--- src/rtl/tseq_pkg.sv ---
package tseq_pkg;

    localparam int TRIG_W = 8;

    typedef logic [TRIG_W-1:0] trig_word_t;

    typedef struct packed {
        logic       last;
        logic       bypass;
        trig_word_t pattern;
        trig_word_t mask;
    } tseq_elem_t;

    typedef enum logic [1:0] {
        PH_IDLE,
        PH_ARMED,
        PH_DONE,
        PH_PAUSED
    } tseq_phase_e;

    function automatic logic cond_met(input trig_word_t sample, input tseq_elem_t e);
        return ((sample ^ e.pattern) & e.mask) == '0;
    endfunction

endpackage

--- src/rtl/tseq_elem_fifo.sv ---
module tseq_elem_fifo
    import tseq_pkg::*;
#(
    parameter int DEPTH = 4
) (
    input  logic       clk,
    input  logic       rst,
    input  logic       flush,
    input  logic       push,
    input  tseq_elem_t push_elem,
    input  logic       pop,
    output tseq_elem_t head,
    output logic       head_valid,
    output logic       multi,
    output logic       push_ok
);
    localparam int PTR_W = (DEPTH > 1) ? $clog2(DEPTH) : 1;
    localparam int CNT_W = $clog2(DEPTH + 1);
    localparam logic [PTR_W-1:0] LAST_IDX = PTR_W'(DEPTH - 1);
    localparam logic [CNT_W-1:0] FULL_CNT = CNT_W'(DEPTH);

    tseq_elem_t       store [DEPTH];
    logic [PTR_W-1:0] wr_ptr, rd_ptr;
    logic [CNT_W-1:0] count;
    logic             pop_ok;
    logic             full;

    assign full       = (count == FULL_CNT);
    assign head_valid = (count != '0);
    assign multi      = (count > CNT_W'(1));
    assign push_ok    = push && !full;
    assign pop_ok     = pop && head_valid;
    assign head       = store[rd_ptr];

    function automatic logic [PTR_W-1:0] step(input logic [PTR_W-1:0] p);
        return (p == LAST_IDX) ? '0 : p + PTR_W'(1);
    endfunction

    always_ff @(posedge clk) begin
        if (rst || flush) begin
            wr_ptr <= '0;
            rd_ptr <= '0;
            count  <= '0;
        end else begin
            if (push_ok) begin
                store[wr_ptr] <= push_elem;
                wr_ptr        <= step(wr_ptr);
            end
            if (pop_ok) begin
                rd_ptr <= step(rd_ptr);
            end
            count <= count + CNT_W'(push_ok) - CNT_W'(pop_ok);
        end
    end

    assert_flush_empties_R9: assert property (@(posedge clk) disable iff (rst)
        flush |=> !head_valid);

    assert_no_overflow_R10: assert property (@(posedge clk) disable iff (rst)
        (push && full && !flush) |=> (count <= $past(count)));

endmodule

--- src/rtl/tseq_stage_eval.sv ---
module tseq_stage_eval
    import tseq_pkg::*;
(
    input  logic       clk,
    input  logic       rst,
    input  logic       flush,
    input  trig_word_t trig_in,
    input  tseq_elem_t head,
    input  logic       head_valid,
    input  logic       advance,
    output logic       hit
);
    trig_word_t trig_q;
    logic       seen_false;
    logic       cond;

    assign cond = cond_met(trig_q, head);
    assign hit  = head_valid && (head.bypass || (cond && seen_false));

    always_ff @(posedge clk) begin
        if (rst) begin
            trig_q <= '0;
        end else begin
            trig_q <= trig_in;
        end
    end

    // A stage needs its condition to go false then true while it is the head.
    always_ff @(posedge clk) begin
        if (rst || flush || advance) begin
            seen_false <= 1'b0;
        end else if (head_valid && !cond) begin
            seen_false <= 1'b1;
        end
    end

    assert_fresh_after_advance_R3: assert property (@(posedge clk) disable iff (rst)
        (advance && !flush) |=> (!hit || head.bypass));

endmodule

--- src/rtl/tseq_phase_ctrl.sv ---
module tseq_phase_ctrl
    import tseq_pkg::*;
(
    input  logic clk,
    input  logic rst,
    input  logic abort,
    input  logic push_ok,
    input  logic fire_final,
    input  logic remain_after,
    output logic launch,
    output logic armed,
    output logic paused
);
    tseq_phase_e phase_q, phase_d;
    logic        launch_q;

    always_comb begin
        phase_d = phase_q;
        if (fire_final) begin
            phase_d = (remain_after || push_ok) ? PH_PAUSED : PH_DONE;
        end else if (push_ok) begin
            case (phase_q)
                PH_IDLE: phase_d = PH_ARMED;
                PH_DONE: phase_d = PH_PAUSED;
                default: phase_d = phase_q;
            endcase
        end
    end

    always_ff @(posedge clk) begin
        if (rst || abort) begin
            phase_q  <= PH_IDLE;
            launch_q <= 1'b0;
        end else begin
            phase_q  <= phase_d;
            launch_q <= fire_final;
        end
    end

    assign launch = launch_q;
    assign armed  = (phase_q == PH_ARMED);
    assign paused = (phase_q == PH_PAUSED);

    assert_launch_from_wait_R7: assert property (@(posedge clk) disable iff (rst)
        launch_q |-> $past(phase_q == PH_ARMED || phase_q == PH_PAUSED));

    assert_abort_blocks_launch_R9: assert property (@(posedge clk) disable iff (rst)
        abort |=> !launch_q);

endmodule

--- src/rtl/tseq_trigger_sequencer.sv ---
module tseq_trigger_sequencer
    import tseq_pkg::*;
#(
    parameter int DEPTH = 4
) (
    input  logic              clk,
    input  logic              rst,
    input  logic              abort,
    input  logic              elem_push,
    input  logic [TRIG_W-1:0] elem_pattern,
    input  logic [TRIG_W-1:0] elem_mask,
    input  logic              elem_last,
    input  logic              elem_bypass,
    input  logic [TRIG_W-1:0] trig_in,
    output logic              launch,
    output logic              armed,
    output logic              paused
);
    tseq_elem_t in_elem;
    tseq_elem_t head;
    logic       head_valid;
    logic       multi;
    logic       push_ok;
    logic       hit;
    logic       fire_final;

    assign in_elem = '{last: elem_last, bypass: elem_bypass,
                       pattern: elem_pattern, mask: elem_mask};

    tseq_elem_fifo #(.DEPTH(DEPTH)) queue_i (
        .clk        (clk),
        .rst        (rst),
        .flush      (abort),
        .push       (elem_push),
        .push_elem  (in_elem),
        .pop        (hit),
        .head       (head),
        .head_valid (head_valid),
        .multi      (multi),
        .push_ok    (push_ok)
    );

    tseq_stage_eval eval_i (
        .clk        (clk),
        .rst        (rst),
        .flush      (abort),
        .trig_in    (trig_in),
        .head       (head),
        .head_valid (head_valid),
        .advance    (hit),
        .hit        (hit)
    );

    assign fire_final = hit && head.last;

    tseq_phase_ctrl phase_i (
        .clk          (clk),
        .rst          (rst),
        .abort        (abort),
        .push_ok      (push_ok),
        .fire_final   (fire_final),
        .remain_after (multi),
        .launch       (launch),
        .armed        (armed),
        .paused       (paused)
    );

    assert_status_exclusive_R7: assert property (@(posedge clk) disable iff (rst)
        !(armed && paused));

endmodule

--- config.mk ---
export PLATFORM = sky130hd
export DESIGN_NAME = tseq_trigger_sequencer
export DESIGN_NICKNAME = d
export VERILOG_FILES = /design/src/rtl/tseq_pkg.sv /design/src/rtl/tseq_elem_fifo.sv /design/src/rtl/tseq_stage_eval.sv /design/src/rtl/tseq_phase_ctrl.sv /design/src/rtl/tseq_trigger_sequencer.sv
export SDC_FILE = /design/constraint.sdc
export NUM_CORES = 1
export LEC_CHECK = 0
export BUFFER_PORTS_ARGS = -buffer_cell sky130_fd_sc_hd__buf_2
export CAP_MARGIN = 30
export CORE_ASPECT_RATIO = 1.2
export CORE_MARGIN = 2
export CORE_UTILIZATION = 30
export CTS_CLUSTER_SIZE = 40
export DETAILED_ROUTE_END_ITERATION = 10
export PLACE_DENSITY = 0.43
export SYNTH_ARGS = -nofsm -noshare
export SYNTH_HDL_FRONTEND = slang
export SYNTH_SLANG_ARGS = --single-unit
--- constraint.sdc ---
create_clock -name clk -period 3.2 [get_ports clk]
set_input_delay 0.32 -clock clk [delete_from_list [all_inputs] [get_ports clk]]
set_output_delay 0.32 -clock clk [all_outputs]
set_load 0.005 [all_outputs]
# Word level (Yosys, flattened, before mapping)
# Memories as Yosys holds them, arrays and structs flattened. A register that Yosys moved wholly into a read port is not among the register bits.
# Index checks and enable logic that the tools add are counted.
[word_totals] ff_bits=19 mem_bits_rw=72 elab_cells=50 n_memories=1 out_inout_bits=3
[memory_table] memory="queue_i.store" depth=4 word_bits=18 read_ports=1 rd_ports_with_merged_regs=1 wr=1 line="tseq_elem_fifo.sv:22" rtl="tseq_elem_t store [DEPTH];"
[classes] add_sub_neg=4 eq_ne=6 n_bitwise=2 muxes=11 order_cmp=1 n_reduce_logical=18
[ops] operator="2-bit two-way mux" n=6
[ops] operator="8-bit AND" n=1
[ops] operator="2-bit equality test (second input constant)" n=4
[ops] operator="8-bit logical NOT" n=1
[ops] operator="8-bit XOR" n=1
[ops] operator="1-bit logical AND" n=6
[ops] operator="3-bit nonzero test" n=2
[ops] operator="2-bit by 1-bit adder with 2-bit output (second input constant)" n=2
[ops] operator="1-bit logical OR" n=4
[ops] operator="1-bit two-way mux" n=4
[ops] operator="2-bit one-hot mux with 2 select lines" n=1
[ops] operator="3-bit by 1-bit adder with 3-bit output" n=1
[ops] operator="3-bit equality test (second input constant)" n=1
[ops] operator="3-bit by 1-bit > comparator with 1-bit output (second input constant)" n=1
[ops] operator="3-bit by 1-bit subtractor with 3-bit output" n=1
[ops] operator="2-bit by 1-bit equality test with 1-bit output (second input constant)" n=1
[ops] operator="1-bit logical NOT" n=2
[ops] operator="2-bit logical NOT" n=1
[ops] operator="2-bit AND reduction" n=1
[ops] operator="2-bit nonzero test" n=1

# Longest topological paths before layout
# Gate-level depths: netlist (run 1).
[depth] ltp_word=9 ltp_mapped=14 mapped_depth_nobuf=12

# Hierarchy
# Synthesis (run 1) repeated with hierarchy kept, for this count alone.
[unflattened] cells_unflattened=198 area_unflattened_um2=3624.7
[by_module_without_submodules] module="tseq_elem_fifo" cells_each=150 seq_area_each_um2=2342.2 n_inst=1 area_per_inst_um2=3134.3
[by_module_without_submodules] module="tseq_stage_eval" cells_each=36 seq_area_each_um2=180.2 n_inst=1 area_per_inst_um2=369.1
[by_module_without_submodules] module="tseq_phase_ctrl" cells_each=11 seq_area_each_um2=60.1 n_inst=1 area_per_inst_um2=115.1
[by_module_without_submodules] module="tseq_trigger_sequencer" cells_each=1 seq_area_each_um2=0.0 n_inst=1 area_per_inst_um2=6.3

# Worst setup path before layout (run 1)
# Ideal clock, no wire load.
[synth_path] path_kind="register to register" start="mem queue_i.store[2][9] in the netlist's numbering" end="reg queue_i.count[1]" path_buffers=0 period_less_slack_ns=2.624 setup_slack_ns=0.576 t_arrival_ns=2.509 path_stages_with_launch=12 cell_sequence="edfxtp_1 -> xor2_1 -> a221o_1 -> a2111oi_2 -> a32o_1 -> a21oi_2 -> inv_2 -> ha_1 -> inv_1 -> ha_1 -> fa_1 -> and2_1"
[synth_rtl] item="start, declared" line="tseq_elem_fifo.sv:22"
[synth_rtl] item="end signal, assigned" line="tseq_elem_fifo.sv:52" rtl="count <= count + CNT_W'(push_ok) - CNT_W'(pop_ok);"
[synth_rtl] item="end, declared" line="tseq_elem_fifo.sv:24" rtl="logic [CNT_W-1:0] count;"

==> results of run 1 <==
## final cells by class
type / count / area [sq um]
Sequential cell: 93 / 2582
Clock inverter: 5 / 27.53
Clock buffer: 11 / 242.7
Timing Repair Buffer: 39 / 212.7
Fill cell: 1224 / 7702
Tap cell: 161 / 201.4
Inverter: 16 / 60.06
Multi-Input combinational cell: 122 / 972.2
## per-stage QoR
stage | utilization, % | setup WS (ns) | instances | area (sq um) | hold WS, ns
final | 35.82 | 0.4026 | 447 | 4299 | 0.1903
after global routing | 35.82 | 0.1926 | 447 | 4299 | 0.1856
after CTS | 35.82 | 0.3650 | 447 | 4299 | 0.1787
after detailed placement | 33.57 | 0.3687 | 431 | 4029 | 0.4491
after global placement | 33.57 | 0.4160 | 431 | 4029 | 0.4376
after floorplan | - | 0.5757 | 234 | 3643 | 0.3916
## synthesized netlist by cell type, types with 2 or more instances
cell	number
nand2b_1	2
ha_1	8
o32ai_1	5
nand3_1	2
nor3_1	2
nor2b_1	11
nand2_1	11
a21oi_1	6
xor2_1	22
a22oi_1	3
nor2_1	5
a222oi_1	2
and3_1	4
dfxtp_1	21
and2_1	3
xnor2_1	11
inv_1	15
mux2i_1	2
o21ai_0	2
edfxtp_1	72
## registers in the layout, summed over array words and instances, names as in the netlist, named ones only
| signal | flops |
|---|---|
| eval_i.trig_q | 8 |
| queue_i.rd_ptr | 2 |
| phase_i.phase_q | 2 |
| queue_i.store | 72 |
| queue_i.wr_ptr | 2 |
| queue_i.count | 3 |
| eval_i.seen_false | 1 |
| phase_i.launch | 1 |
## where the power goes
| group | internal, uW | switching, uW |
|---|---|---|
| clock network | 542 | 419 |
| logic | 61.3 | 75.0 |
| registers | 1320 | 18.1 |
| total | 1930 | 512 |
## final timing paths
path,depth (start not counted),slack [ns],end
hold / removal,2,0.19,eval_i.trig_q[2]$_SDFF_PP0_
setup reg to reg,11,0.40,queue_i.count[1]$_SDFF_PP0_
hold reg to reg,2,0.45,eval_i.seen_false$_SDFFE_PP0P_
setup / recovery,11,0.40,queue_i.count[1]$_SDFF_PP0_
## worst reg2reg max path, stage by stage, from the launching register on
cell	delay, ns
edfxtp_1	0.38
xor2_1	0.17
a221o_1	0.38
a2111oi_2	0.45
a32o_1	0.24
a21oi_2	0.07
inv_2	0.07
ha_1	0.21
inv_1	0.05
ha_1	0.14
fa_1	0.40
and2_1	0.14
## layer usage
layer | vias to the layer above | wire length [microns] | GRT usage [%]
met5 | - | 0 | 0
met4 | 0 | 208 | 6.431
met3 | 13 | 267 | 3.977
met2 | 32 | 3588 | 18.92
met1 | 941 | 3161 | 14.65
li1 | 955 | - | -
## logic make-up (layout without fill, tap and decap cells)
family                   count (synthesis)  in the layout  synth area share (%)
flip-flops                              93             93                 70.88
AND/OR/NAND/NOR                         46             46                 6.731
XOR/XNOR                                33             33                 7.932
AO/OA/AOI/OAI                           30             30                 6.834
buffers and inverters                   19             71                 2.438
adder cells (fa/ha/maj)                  9              9                 3.297
multiplexers                             4              4                 1.889
==> run_results.csv, run 1 <==
group,metric,value,unit
outcome,outcome,"finished, final reports clean",
detailed_routing,wire_per_inst,16.17,microns
timing,period_needed,2.797,ns
power,power_density,566.9,nW/um^2
power,p_total,2437,uW
worst_setup_path,path_cells,"xor2_1, a221o_1, a2111oi_2, a32o_1, a21oi_2, inv_2, ha_1, inv_1, ha_1, fa_1, and2_1",
placement,gp_congestion,0.7326,
worst_setup_path,cp_max_fo,5,
detailed_routing,totalWireLength,7.226,mm
timing,fin_skew,0.007065,ns
synthesis,synth_edf_count,72,
power,power.leakage,0.001564,uW
worst_setup_path,cp_common_cell,"ha_1",
worst_setup_path,slowest_stage,"a2111oi_2",
placement,dp.final_hpwl,5.060,mm
synthesis,synthTopCellsByArea,"edfxtp_1 (59%), dfxtp_1 (12%), xor2_1 (5.3%)",
floorplan,io_pins,33,
job,drv_cap,0,
cells_and_area,drive_gt1_share,21.68,%
detailed_routing,first_pass_iters,4,
worst_setup_path,critPathLaunch,"queue_i.store[2][9]$_DFFE_PP_",
worst_setup_path,start_kind,"flip-flop",
detailed_routing,drc,0,
timing,fin_crit_sh,87.42,%
synthesis,synth_top_area_share,59.34,%
floorplan,dieArea,13050,sq um
worst_setup_path,end_kind,"flip-flop",
global_route,grt_remaining_overflow,0,
detailed_routing,drtIter0Drc,67,
synthesis,async_reset_ff_share,0,%
synthesis,synth_flop_cell,"edfxtp_1",
synthesis,netlist_area,3643,sq um
cells_and_area,final_cell_mix,"edfxtp_1 (72), buf_2 (32), xor2_1 (22), dfxtp_1 (21), inv_1 (15)",
timing,finalMaxSlewViolations,0,
timing,rsz0062_at_grt,"false",
cts,cts_tree,"built",
detailed_routing,ant_nets,0,
synthesis,synth_cell_types,45,
worst_setup_path,crit_type,"reg2reg",
cells_and_area,diodes,0,
cts,clock_path_buffers,2,
floorplan,die_height,124.7,microns
synthesis,synth-seq-cells,93,
worst_setup_path,critPathTopFamily,"compound AO/OA/AOI/OAI gates",
cts,cts_root_buf,"clkbuf_16",
synthesis,yosys_warnings,0,
placement,portBuffers,32,
timing,setup-tns-final,0,ns
global_route,antenna_found_initial,0,
synthesis,yosys.area.top_type,"edfxtp_1",
detailed_routing,via_count,1941,
synthesis,syn-mean-instance-area,15.57,sq um
cells_and_area,area_delta_synth_final,17.99,%
timing,hold_viol_final,0,
synthesis,syn_nets,273,
cts,clock-sinks,93,
cts,htreeDepth,3,
cts,clk_pin_slew,0.06,ns
floorplan,start_util,30.36,%
detailed_routing,viasPerCell,4.342,
cells_and_area,final_common_cell,"edfxtp_1",
synthesis,yosysSeqAreaShare,70.88,%
cts,cts_buffers,9,
synthesis,syn_inst,234,
worst_setup_path,crit_required,3.43,ns
cts,post_cts_buffers,0,
worst_setup_path,worstReg2RegStart,"queue_i.store[2][9]$_DFFE_PP_",
global_route,track_usage,12.04,%
floorplan,fp.dieW,104.6,microns
cts,cts-hold-fix-buffers,0,
worst_setup_path,max_stage_delay,0.45,ns
timing,relSlewSlack,64.38,%
hold_path,hold_path.class,"in2reg",
global_route,grt_start_max_net_pins,19,
timing,fmax,357.5,MHz
worst_setup_path,worst-path-buf-inv,2,
global_route,grt_pass1_vias,2013,
floorplan,rows,44,
global_route,grt_pass1_wl,11.38,mm
cells_and_area,nets,320,
cts,cts_resized,0,
floorplan,fp.coreArea,12000,sq um
worst_setup_path,critical_path_arrival,3.03,ns
timing,setup_viol,0,
hold_path,min_from,"trig_in[2]",
power,ir_drop,0.0002259,V
timing,tightestPinTransition,0.5323,ns
cts,clk_latency,0.34,ns
(Power assumes the default switching activity.)
==> run 2, diff against run 1 <==
CORE_ASPECT_RATIO = unset   (was 1.2)
CTS_BUF_LIST = sky130_fd_sc_hd__clkbuf_8 sky130_fd_sc_hd__clkbuf_16   (was unset)
==> run_results.csv, run 2 (same netlist as run 1, synthesis figures left out) <==
group,metric,value,unit
cells_and_area,diodes,0,
cts,post_cts_buffers,0,
cts,htreeDepth,3,
power,power.leakage,0.001578,uW
cells_and_area,area_delta_synth_final,18.75,%
timing,hold_viol_final,0,
detailed_routing,wire_per_inst,16.04,microns
global_route,antenna_found_initial,0,
cts,clock-sinks,93,
detailed_routing,ant_nets,0,
timing,fin_crit_sh,90.04,%
floorplan,rows,40,
timing,fin_skew,0.006314,ns
detailed_routing,totalWireLength,6.929,mm
detailed_routing,drc,0,
worst_setup_path,cp_max_fo,10,
placement,portBuffers,32,
power,p_total,2612,uW
worst_setup_path,end_kind,"flip-flop",
global_route,grt_pass1_vias,1956,
timing,setup_ws,0.3186,ns
placement,dp.final_hpwl,4.757,mm
timing,setup-tns-final,0,ns
timing,finalMaxSlewViolations,0,
power,ir_drop,0.0002357,V
worst_setup_path,crit_required,3.44,ns
worst_setup_path,critical_path_arrival,3.12,ns
outcome,outcome,"finished, final reports clean",
cells_and_area,top_regs,"queue_i.store: 72 flops, eval_i.trig_q: 8 flops, queue_i.count: 3 flops",
timing,rsz0062_at_grt,"false",
global_route,grt_start_max_net_pins,19,
floorplan,dieArea,13040,sq um
cts,clk_latency,0.34,ns
cts,cts-hold-fix-buffers,0,
floorplan,fp.dieW,114.2,microns
timing,period_needed,2.881,ns
detailed_routing,drtIter0Drc,60,
worst_setup_path,crit_type,"reg2reg",
cts,cts_resized,0,
cells_and_area,drive_gt1_share,21.40,%
timing,relSlewSlack,58.88,%
cells_and_area,finish.utilization,36.32,%
worst_setup_path,start_kind,"flip-flop",
timing,setup_viol,0,
detailed_routing,viasPerCell,4.449,
cells_and_area,nets,319,
floorplan,io_pins,33,
cells_and_area,regMostFlops,"queue_i.store",
hold_path,hold_path.class,"in2reg",
cts,cts_tree,"built",
global_route,grt_pass1_wl,11.23,mm
floorplan,start_util,30.59,%
placement,gp_congestion,0.7279,
cts,clock_path_buffers,2,
detailed_routing,first_pass_iters,4,
cts,cts_root_buf,"clkbuf_16",
global_route,grt_remaining_overflow,0,
detailed_routing,via_count,1922,
floorplan,die_height,114.2,microns
cts,clk_pin_slew,0.06,ns
timing,fmax,347.0,MHz
cells_and_area,n_fill_cell,1145,
placement,pre_cts_slack,0.2740,ns
global_route,track_usage,11.88,%
cells_and_area,final_common_cell,"edfxtp_1",
job,drv_cap,0,
timing,tightestPinTransition,0.6146,ns
cells_and_area,largest_reg_flops,72,
power,power_density,603.7,nW/um^2
cts,cts_buffers,9,
floorplan,fp.coreArea,11910,sq um
cells_and_area,final_cell_mix,"edfxtp_1 (72), buf_2 (32), xor2_1 (22), dfxtp_1 (21), inv_1 (15)",
## run 2: per-layer routing
layer  wire, microns  share of wire [%]  GRT usage (%)  vias to the layer above
met1            3380                 49          16.38                      931
met5               0                  0              0                        -
met4             116                1.7          6.341                        0
li1                -                  -              -                      951
met2            3222                 47          17.74                       31
met3             209                3.0          2.329                        9
## run 2: area by class of cell
type,instances,area [sq um],share of cell area (%)
Sequential cell,93,2582,59.69
Multi-Input combinational cell,122,972.2,22.47
Clock buffer,9,225.2,5.205
Timing Repair Buffer,38,205.2,4.743
Tap cell,147,183.9,4.251
Clock inverter,7,97.59,2.256
Inverter,16,60.06,1.388
## run 2: path summary, 6_finish.rpt
path / from / to / slack, ns / cells past startpoint
max: flip-flop / queue_i.count[1]$_SDFF_PP0_ / 0.32 / 12
min: trig_in[4] / eval_i.trig_q[4]$_SDFF_PP0_ / 0.18 / 2
max reg2reg: flip-flop / queue_i.count[1]$_SDFF_PP0_ / 0.32 / 12
min reg2reg: eval_i.seen_false$_SDFFE_PP0P_ / eval_i.seen_false$_SDFFE_PP0P_ / 0.46 / 2
## run 2: per-stage QoR
stage / cell area, sq um / hold slack (ns) / cells
floorplan: 3643 / 0.3916 / 234
global placement: 4004 / 0.4384 / 416
detailed placement: 4004 / 0.4508 / 416
CTS: 4327 / 0.1750 / 432
global route: 4327 / 0.1855 / 432
finish: 4327 / 0.1840 / 432
## run 2: power by group
part | internal [uW] | switching, uW
Clock | 687 | 449
Combinational | 60.7 | 74.4
Sequential | 1320 | 19.0
## run 2: critical path: stages, from the launching register on
cell	delay (ns)
dfxtp_1	0.50
buf_4	0.25
nor2b_1	0.06
a221oi_1	0.48
nand4_1	0.23
o21ai_4	0.12
a21oi_2	0.10
inv_2	0.07
ha_1	0.21
inv_1	0.06
ha_1	0.15
fa_1	0.39
and2_1	0.14
==> run 3, diff against run 2 <==
CORE_UTILIZATION = 40   (was 30)
CTS_BUF_LIST = unset   (was sky130_fd_sc_hd__clkbuf_8 sky130_fd_sc_hd__clkbuf_16)
PLACE_DENSITY = 0.54   (was 0.43)
==> run_results.csv, run 3 (same netlist as run 1, synthesis figures left out) <==
group,metric,value,unit
power,p_switching,510.7,uW
cts,cts_resized,0,
cts,clock-sinks,93,
outcome,outcome,"finished, final reports clean",
detailed_routing,drtIter0Drc,74,
cts,clk_latency,0.35,ns
cts,clk_pin_slew,0.09,ns
cells_and_area,largest_reg_flops,72,
detailed_routing,ant_nets,0,
job,drv_cap,0,
cells_and_area,nets,320,
timing,hold_viol_final,0,
floorplan,rows,34,
cells_and_area,area_delta_synth_final,14.25,%
cts,cts_tree,"built",
worst_setup_path,cp_max_fo,5,
worst_setup_path,end_kind,"flip-flop",
global_route,antenna_found_initial,0,
timing,relSlewSlack,67.15,%
cells_and_area,diodes,0,
global_route,grt_pass1_wl,10.76,mm
cells_and_area,regMostFlops,"queue_i.store",
cts,post_cts_buffers,0,
timing,setup_viol,0,
cells_and_area,n_fill_cell,779,
cells_and_area,finalInstanceArea,4163,sq um
detailed_routing,top_layer,"met4",
worst_setup_path,start_kind,"flip-flop",
detailed_routing,via_count,1976,
power,seq_power_share,59.2,%
timing,period_needed,2.800,ns
cts,cts_buffers,9,
floorplan,fp.dieW,99.44,microns
power,clkPwrFrac,34.8,%
placement,gp_congestion,0.7336,
timing,finalMaxSlewViolations,0,
global_route,grt_pass1_vias,1986,
worst_setup_path,path_cells,"xor2_1, a221o_1, a2111oi_2, a32o_1, a21oi_2, inv_2, ha_1, inv_1, ha_1, fa_1, and2_1",
worst_setup_path,slowest_stage,"a2111oi_2",
worst_setup_path,max_stage_delay,0.43,ns
detailed_routing,dr_wl_met3,200,microns
cells_and_area,top_regs,"queue_i.store: 72 flops, eval_i.trig_q: 8 flops, queue_i.count: 3 flops",
power,internal-power,1753,uW
hold_path,hold_path.class,"in2reg",
cells_and_area,final_cell_mix,"edfxtp_1 (72), buf_2 (32), xor2_1 (22), dfxtp_1 (20), inv_1 (15)",
placement,portBuffers,32,
floorplan,fp.coreArea,8763,sq um
cells_and_area,finish.utilization,47.50,%
timing,fin_skew,0.009069,ns
floorplan,dieArea,9888,sq um
placement,dpl-instance-area,3963,sq um
worst_setup_path,critical_path_arrival,3.05,ns
cells_and_area,drive_gt1_share,22.03,%
power,ir_drop,0.0002396,V
cells_and_area,final_common_cell,"edfxtp_1",
global_route,grt_start_max_net_pins,19,
cts,cts_root_buf,"clkbuf_8",
cts,clock_path_buffers,2,
floorplan,start_util,41.58,%
detailed_routing,drc,0,
timing,fin_crit_sh,87.51,%
detailed_routing,routed-wl-met2,3.040,mm
detailed_routing,wire_per_inst,16.84,microns
placement,dp_cells,378,
power,power.leakage,0.001528,uW
global_route,grt_remaining_overflow,0,
cells_and_area,finalNonFillerCells,394,
timing,tightestPinTransition,0.4883,ns
cts,htreeDepth,3,
floorplan,io_pins,33,
detailed_routing,viasPerCell,5.015,
worst_setup_path,crit_required,3.45,ns
detailed_routing,totalWireLength,6.634,mm
timing,setup-tns-final,0,ns
detailed_routing,wl_met1,3.244,mm
power,power_density,543.7,nW/um^2
power,pwr-share-comb,6.0,%
cts,cts-hold-fix-buffers,0,
worst_setup_path,crit_type,"reg2reg",
worst_setup_path,cp_common_cell,"ha_1",
floorplan,die_height,99.44,microns
power,sw_frac_of_total,22.57,%
timing,fmax,357.1,MHz
global_route,track_usage,14.91,%
timing,rsz0062_at_grt,"false",
detailed_routing,first_pass_iters,4,
placement,dp.final_hpwl,4.519,mm
run 3: path summary, 6_finish.rpt:
path	depth (start not counted)	start	slack [ns]	end
worst min-delay path	2	trig_in[5]	0.17	eval_i.trig_q[5]$_SDFF_PP0_
worst min register to register	2	eval_i.seen_false$_SDFFE_PP0P_	0.47	eval_i.seen_false$_SDFFE_PP0P_
worst max register to register	11	queue_i.store[2][9]$_DFFE_PP_	0.40	queue_i.count[1]$_SDFF_PP0_
worst max-delay path	11	queue_i.store[2][9]$_DFFE_PP_	0.40	queue_i.count[1]$_SDFF_PP0_
run 3: routing by layer:
| metal | global-route usage [%] | vias to the layer above |
|---|---|---|
| li1 | - | 952 |
| met1 | 20.73 | 981 |
| met2 | 22.61 | 32 |
| met3 | 2.811 | 11 |
| met4 | 7.271 | 0 |
| met5 | 0 | - |
run 3: cell type report:
cell class / instances / area (sq um) / share of cell area [%]
repair buffers: 39 / 212.7 / 5.110
well taps: 108 / 135.1 / 3.246
clock inverters: 6 / 71.32 / 1.713
multi-input cells: 122 / 972.2 / 23.35
clock buffers: 10 / 127.6 / 3.066
flip-flops and latches: 93 / 2584 / 62.07
inverters: 16 / 60.06 / 1.443
run 3: power by group through the flow:
| stage | logic, uW | registers, uW | clock network [uW] |
|---|---|---|---|
| final | 136 | 1340 | 788 |
| after floorplan | 80.3 | 1360 | 0 |
| after CTS | 140 | 1340 | 813 |
| after detailed placement | 138 | 1370 | 0 |
| after global routing | 158 | 1340 | 872 |
| after global placement | 136 | 1370 | 0 |
run 3: through the flow:
stage,worst slack [ns],power [uW],hold WS [ns]
after floorplan,0.5757,1443,0.3916
after global placement,0.4189,1503,0.4401
after detailed placement,0.2949,1506,0.4594
after CTS,0.2690,2293,0.1479
after global routing,0.1116,2372,0.1607
final,0.3998,2263,0.1663
run 3: worst max-delay path: cells and delay by family, from the launching register on:
kind                     cells  cell delay, ns
AO/OA/AOI/OAI                4            1.10
adder cells (fa/ha/maj)      3            0.76
AND/OR/NAND/NOR              1            0.14
buffers and inverters        2            0.13
flip-flops                   1            0.39
XOR/XNOR                     1            0.17
